`config.mk`:
```
export PLATFORM = sky130hd
export DESIGN_NAME = irq_msg_concentrator
export DESIGN_NICKNAME = d
export VERILOG_FILES = /design/src/rtl/irqcat_pkg.sv /design/src/rtl/irqcat_line_sync.sv /design/src/rtl/irqcat_msg_fsm.sv /design/src/rtl/irq_msg_concentrator.sv
export SDC_FILE = /design/constraint.sdc
export NUM_CORES = 1
export LEC_CHECK = 0
export BUFFER_PORTS_ARGS = -buffer_cell sky130_fd_sc_hd__buf_2
export CORE_MARGIN = 1.5
export CORE_UTILIZATION = 54
export CTS_BUF_LIST = sky130_fd_sc_hd__clkbuf_16
export DETAILED_ROUTE_END_ITERATION = 7
export GPL_ROUTABILITY_DRIVEN = 0
export GPL_TIMING_DRIVEN = 0
export PLACE_DENSITY = 0.8
export SYNTH_ARGS = -nofsm -noshare
export SYNTH_HDL_FRONTEND = slang
export SYNTH_HIERARCHICAL = 1
export SYNTH_SLANG_ARGS = --single-unit
```
`constraint.sdc`:
```
create_clock -name clk -period 2.45 [get_ports clk]
set_input_delay 0.735 -clock clk [delete_from_list [all_inputs] [get_ports clk]]
set_output_delay 0.735 -clock clk [all_outputs]
set_load 0.01 [all_outputs]
```
`src/rtl/irqcat_pkg.sv`:
```
package irqcat_pkg;
    localparam int REG_AW = 3;

    typedef enum logic [REG_AW-1:0] {
        REG_TARGET  = 3'd0,
        REG_REQUEST = 3'd1,
        REG_MASK    = 3'd2,
        REG_PENDING = 3'd3,
        REG_LEVEL   = 3'd4
    } reg_idx_e;

    typedef enum logic [1:0] {
        ST_IDLE = 2'd0,
        ST_SEND = 2'd1,
        ST_WAIT = 2'd2
    } msg_state_e;
endpackage

```
`src/rtl/irqcat_line_sync.sv`:
```
module irqcat_line_sync #(
    parameter int LINES  = 11,
    parameter int STAGES = 2
) (
    input  logic             clk,
    input  logic             rst_n,
    input  logic [LINES-1:0] raw,
    output logic [LINES-1:0] level,
    output logic [LINES-1:0] rise
);
    logic [LINES-1:0] stage_q [STAGES];
    logic [LINES-1:0] prev_q;

    for (genvar s = 0; s < STAGES; s++) begin : g_stage
        if (s == 0) begin : g_first
            always_ff @(posedge clk or negedge rst_n) begin
                if (!rst_n) stage_q[s] <= '0;
                else        stage_q[s] <= raw;
            end
        end else begin : g_next
            always_ff @(posedge clk or negedge rst_n) begin
                if (!rst_n) stage_q[s] <= '0;
                else        stage_q[s] <= stage_q[s-1];
            end
        end
    end

    always_ff @(posedge clk or negedge rst_n) begin
        if (!rst_n) prev_q <= '0;
        else        prev_q <= stage_q[STAGES-1];
    end

    assign level = stage_q[STAGES-1];
    assign rise  = stage_q[STAGES-1] & ~prev_q;
endmodule

```
`src/rtl/irqcat_msg_fsm.sv`:
```
module irqcat_msg_fsm
    import irqcat_pkg::*;
#(
    parameter int DW = 32
) (
    input  logic          clk,
    input  logic          rst_n,
    input  logic          pend_any,
    input  logic          rearm,
    input  logic [DW-1:0] target,
    input  logic          msg_ready,
    output logic          msg_valid,
    output logic [DW-1:0] msg_data
);
    msg_state_e state_q, state_d;
    logic [DW-1:0] word_q;

    always_comb begin
        state_d = state_q;
        unique case (state_q)
            ST_IDLE: if (pend_any)  state_d = ST_SEND;
            ST_SEND: if (msg_ready) state_d = ST_WAIT;
            ST_WAIT: if (rearm)     state_d = ST_IDLE;
            default:                state_d = ST_IDLE;
        endcase
    end

    always_ff @(posedge clk or negedge rst_n) begin
        if (!rst_n) begin
            state_q <= ST_IDLE;
            word_q  <= '0;
        end else begin
            state_q <= state_d;
            if (state_q == ST_IDLE && state_d == ST_SEND) word_q <= target;
        end
    end

    always_comb begin
        msg_valid = 1'b0;
        msg_data  = '0;
        unique case (state_q)
            ST_SEND: begin
                msg_valid = 1'b1;
                msg_data  = word_q;
            end
            default: ;
        endcase
    end


    stall_hold_chk: assert property (@(posedge clk) disable iff (!rst_n)
        (msg_valid && !msg_ready) |=> (msg_valid && $stable(msg_data)));


    one_shot_chk: assert property (@(posedge clk) disable iff (!rst_n)
        (msg_valid && msg_ready) |=> !msg_valid);
endmodule

```
`src/rtl/irq_msg_concentrator.sv`:
```
module irq_msg_concentrator
    import irqcat_pkg::*;
#(
    parameter int          LINES       = 11,
    parameter int          DW          = 32,
    parameter int          SYNC_STAGES = 2,
    parameter logic [10:0] IMPL_BITS   = 11'h5FF
) (
    input  logic              clk,
    input  logic              rst_n,
    input  logic [LINES-1:0]  irq_in,
    input  logic [REG_AW-1:0] host_addr,
    input  logic              host_wr,
    input  logic              host_rd,
    input  logic [DW-1:0]     host_wdata,
    output logic [DW-1:0]     host_rdata,
    output logic              msg_valid,
    input  logic              msg_ready,
    output logic [DW-1:0]     msg_data
);
    localparam logic [LINES-1:0] IMPL = LINES'(IMPL_BITS);

    logic [LINES-1:0] level, rise, set_bits;
    logic [LINES-1:0] mask_q, pend_q;
    logic [DW-1:0]    target_q;
    logic             rd_req, rd_pend, pend_clr;

    irqcat_line_sync #(.LINES(LINES), .STAGES(SYNC_STAGES)) u_sync (
        .clk   (clk),
        .rst_n (rst_n),
        .raw   (irq_in),
        .level (level),
        .rise  (rise)
    );

    assign set_bits = rise & mask_q & IMPL;
    assign rd_req   = host_rd && (host_addr == REG_REQUEST);
    assign rd_pend  = host_rd && (host_addr == REG_PENDING);
    assign pend_clr = rd_req || rd_pend;

    always_ff @(posedge clk or negedge rst_n) begin
        if (!rst_n) begin
            target_q <= '0;
            mask_q   <= '0;
            pend_q   <= '0;
        end else begin
            if (host_wr && host_addr == REG_TARGET) target_q <= host_wdata;
            if (host_wr && host_addr == REG_MASK)   mask_q   <= host_wdata[LINES-1:0];
            pend_q <= (pend_clr ? '0 : pend_q) | set_bits;
        end
    end

    always_comb begin
        host_rdata = '0;
        case (reg_idx_e'(host_addr))
            REG_TARGET:  host_rdata = target_q;
            REG_REQUEST: host_rdata = DW'(pend_q);
            REG_MASK:    host_rdata = DW'(mask_q);
            REG_PENDING: host_rdata = DW'(pend_q);
            REG_LEVEL:   host_rdata = DW'(level & IMPL);
            default:     host_rdata = '0;
        endcase
    end

    irqcat_msg_fsm #(.DW(DW)) u_fsm (
        .clk       (clk),
        .rst_n     (rst_n),
        .pend_any  (|pend_q),
        .rearm     (rd_req),
        .target    (target_q),
        .msg_ready (msg_ready),
        .msg_valid (msg_valid),
        .msg_data  (msg_data)
    );


    unimpl_zero_chk: assert property (@(posedge clk) disable iff (!rst_n)
        (pend_q & ~IMPL) == '0);


    edge_capture_chk: assert property (@(posedge clk) disable iff (!rst_n)
        (set_bits != '0) |=> ((pend_q & $past(set_bits)) == $past(set_bits)));


    read_clear_chk: assert property (@(posedge clk) disable iff (!rst_n)
        pend_clr |=> ((pend_q & ~$past(set_bits)) == '0));
endmodule

```
==> summary.txt <==
Power
  • Peak VDD IR: between 0.6 and 0.7 mV
  • Psw: about 2 mW
  • Reg power frac: 0.405
  • Combinational group share of total power: 0.280
  • PwrDens: between 1000 and 1500 nW/um^2
  • Cell leakage power: roughly 3.1 nW
  • Switching share of power: 0.2906
  • Total power: ~6.9 mW
  • Clock share of power: 0.315
  • P_int: between 4 and 5 mW

Worst hold path
  • HP Start: u_sync/stage_q[18]
  • Hold Path Class: reg -> reg

Global route
  • M1 GR Usage: 0.2906
  • Initial antenna violation count: 0
  • Global routing's busiest layer: met2
  • Largest net degree at the start of global routing: 67
  • Met2 usage: 0.3930
  • Number of global-route vias before repair: around 3,500
  • Grt total ovfl: 0
  • Gr usage total: 0.2369
  • First-pass GRT wire length: between 15 and 20 mm
  • Met3 Track Usage GR: 0.07449

Clock tree
  • Clock Latency Late Sink: a little under 0.4 ns
  • Clk pin slew, worst setup/hold paths: ~0.050 ns
  • Clk sinks: between 100 and 150
  • CTS tree: yes
  • Clock root buffer: clkbuf_16
  • H-tree depth: 4
  • Max Root-Sink Buffers: 2
  • CTS buffer count: 17

Placed design
  • Buffers on Ports: 112
  • Post-DP HPWL: ~7.3 mm
  • Dpl cell area: 5744 um^2
  • Cell Count Post-Placement: slightly below 600

Timing
  • Final Max Tran Viols: 0
  • Final Critical Period: 2.430 ns
  • Final Skew: 0.006349 ns
  • RSZ-0062 raised after global routing: yes
  • Setup TNS: 0 ns
  • Relative slew slack: 0.5583
  • Tcrit/Tclk final: 0.9920
  • # setup viols final: 0
  • Final hold vios: 0
  • Actual slew at the worst max-slew pin: 0.6626 ns
  • Fmax: 411.5 MHz

Setup path
  • Startpoint Class: input pin
  • Worst EP arrival: between 1.5 and 2 ns
  • Crit-path max FO: 10
  • Worst r2r src: pend_q[1]
  • CP Class: in -> out
  • Critical Path RT: 1.71 ns
  • CP startpoint: host_addr[1]
  • CP Capture Type: output port

Floorplanning
  • Initial Util: 0.5672
  • DIE HEIGHT: a little under 100 um
  • Die W: about 100 um
  • Die area: between 9000 and 10,000 um^2
  • Core area: ~8800 um^2
  • Num rows: 34
  • I/O pin count: 116

Yosys
  • Synth warn: 6
  • Syn avg cell area: around 14 um^2
  • Netlist Area Pre-Place: between 5000 and 6000 um^2
  • Synth Net Count: between 400 and 500
  • Cells after Synth: approximately 360

Detailed routing
  • Post-DR vias/cell: ~5.4
  • Initial DRC Count: around 140
  • Drt drc: 0
  • Routed Wire Length: between 10 and 15 mm
  • Routed Antenna Nets: 0
  • Average wire per standard cell: roughly 18 um
  • Via Count: approximately 3,300
  • First drt pass iteration count: 4

Final layout
  • # fillers: 569
  • Area growth, synth to finish: 29.05%
  • Non-filler instance count after layout: 608
  • Diode count: 0
  • Fin area: about 6500 um^2
  • Fraction of layout cells with a size suffix above 1: 0.5420
  • Multi-input logic area: just over 2000 um^2
  • Net count, final: ~540
  • Reg area: ~3000 um^2

Status
  • Status: completed

Run
  • Max-Cap Viols: 0
## cell usage in the layout, fill, tap and decap left out, drive strengths merged
| cell type | count |
|---|---|
| a22o | 10 |
| o221ai | 10 |
| and4bb | 1 |
| mux2 | 75 |
| mux2i | 11 |
| a21o | 1 |
| nand3 | 1 |
| dfrtp | 117 |
| nor4 | 2 |
| inv | 1 |
| buf | 139 |
| nor3b | 2 |
| clkinvlp | 3 |
| and2 | 53 |
| nor2 | 3 |
| clkbuf | 22 |
| bufinv | 1 |
| nor2b | 10 |
| clkinv | 9 |
| a21oi | 1 |
| nor3 | 1 |
| or2 | 1 |
| and2b | 1 |
| nand3b | 11 |
| nand2b | 13 |
| nor4b | 1 |
## stage by stage
stage | setup WS [ns] | hold slack [ns] | util
after floorplan | 0.08881 | 0.3312 | -
after global placement | -0.6989 | 0.3334 | 0.6458
after detailed placement | -0.2544 | 0.3347 | 0.6492
after CTS | -0.009016 | 0.3463 | 0.7199
after global routing | -0.004235 | 0.3484 | 0.7319
final | 0.01961 | 0.3447 | 0.7319
## state kept, by name, summed over array words and instances (netlist names)
register        flops
target_q           32
u_fsm/word_q       32
mask_q             11
pend_q             10
u_sync/level       10
u_sync/prev_q      10
u_sync/stage_q     10
u_fsm/state_q       2
## per-layer routing
| layer | vias to the layer above | routed length, um |
|---|---|---|
| met3 | 17 | 591 |
| met5 | - | 0 |
| met4 | 0 | 211 |
| met1 | 1667 | 4584 |
| met2 | 107 | 5751 |
| li1 | 1496 | - |
## final timing paths
path / end / slack [ns] / cells past startpoint
max: host_rdata[6] / 0.02 / 5
min: u_sync/level[7] / 0.34 / 0
max reg2reg: u_fsm/word_q[25] / 0.64 / 5
min reg2reg: u_sync/level[7] / 0.34 / 0
max in group asynchronous: u_fsm/word_q[4] / 1.35 / 2
min in group asynchronous: mask_q[7] / 0.37 / 1
## timing repair
action | in CTS | in global routing
endpoints found under the setup margin | 60 | 60
endpoints found under the hold margin | 0 | 0
hold buffers | 0 | 0
setup buffers | 0 | 1
resized for setup | 30 | 26
## power groups by stage
stage / Sequential (mW) / Combinational (mW) / Clock, mW
2_1_floorplan: 2.69 / 1.28 / 0
3_3_place_gp: 2.76 / 1.77 / 0
3_5_place_dp: 2.79 / 1.83 / 0
4_1_cts: 2.77 / 1.89 / 2.19
5_1_grt: 2.86 / 2.09 / 2.30
6_report: 2.79 / 1.93 / 2.17
## critical path: stages
cell	delay, ns
clkbuf_4	0.19
buf_12	0.19
mux2i_1	0.27
o221ai_2	0.15
buf_2	0.15
## cell type report
class,instances,area share
clock buffers,17,0.06569
well taps,108,0.02087
repair buffers,114,0.09235
flip-flops and latches,117,0.4521
multi-input cells,208,0.3128
plain buffers,30,0.04134
clock inverters,14,0.01488
No activity file was read; power rests on OpenSTA's default activity.
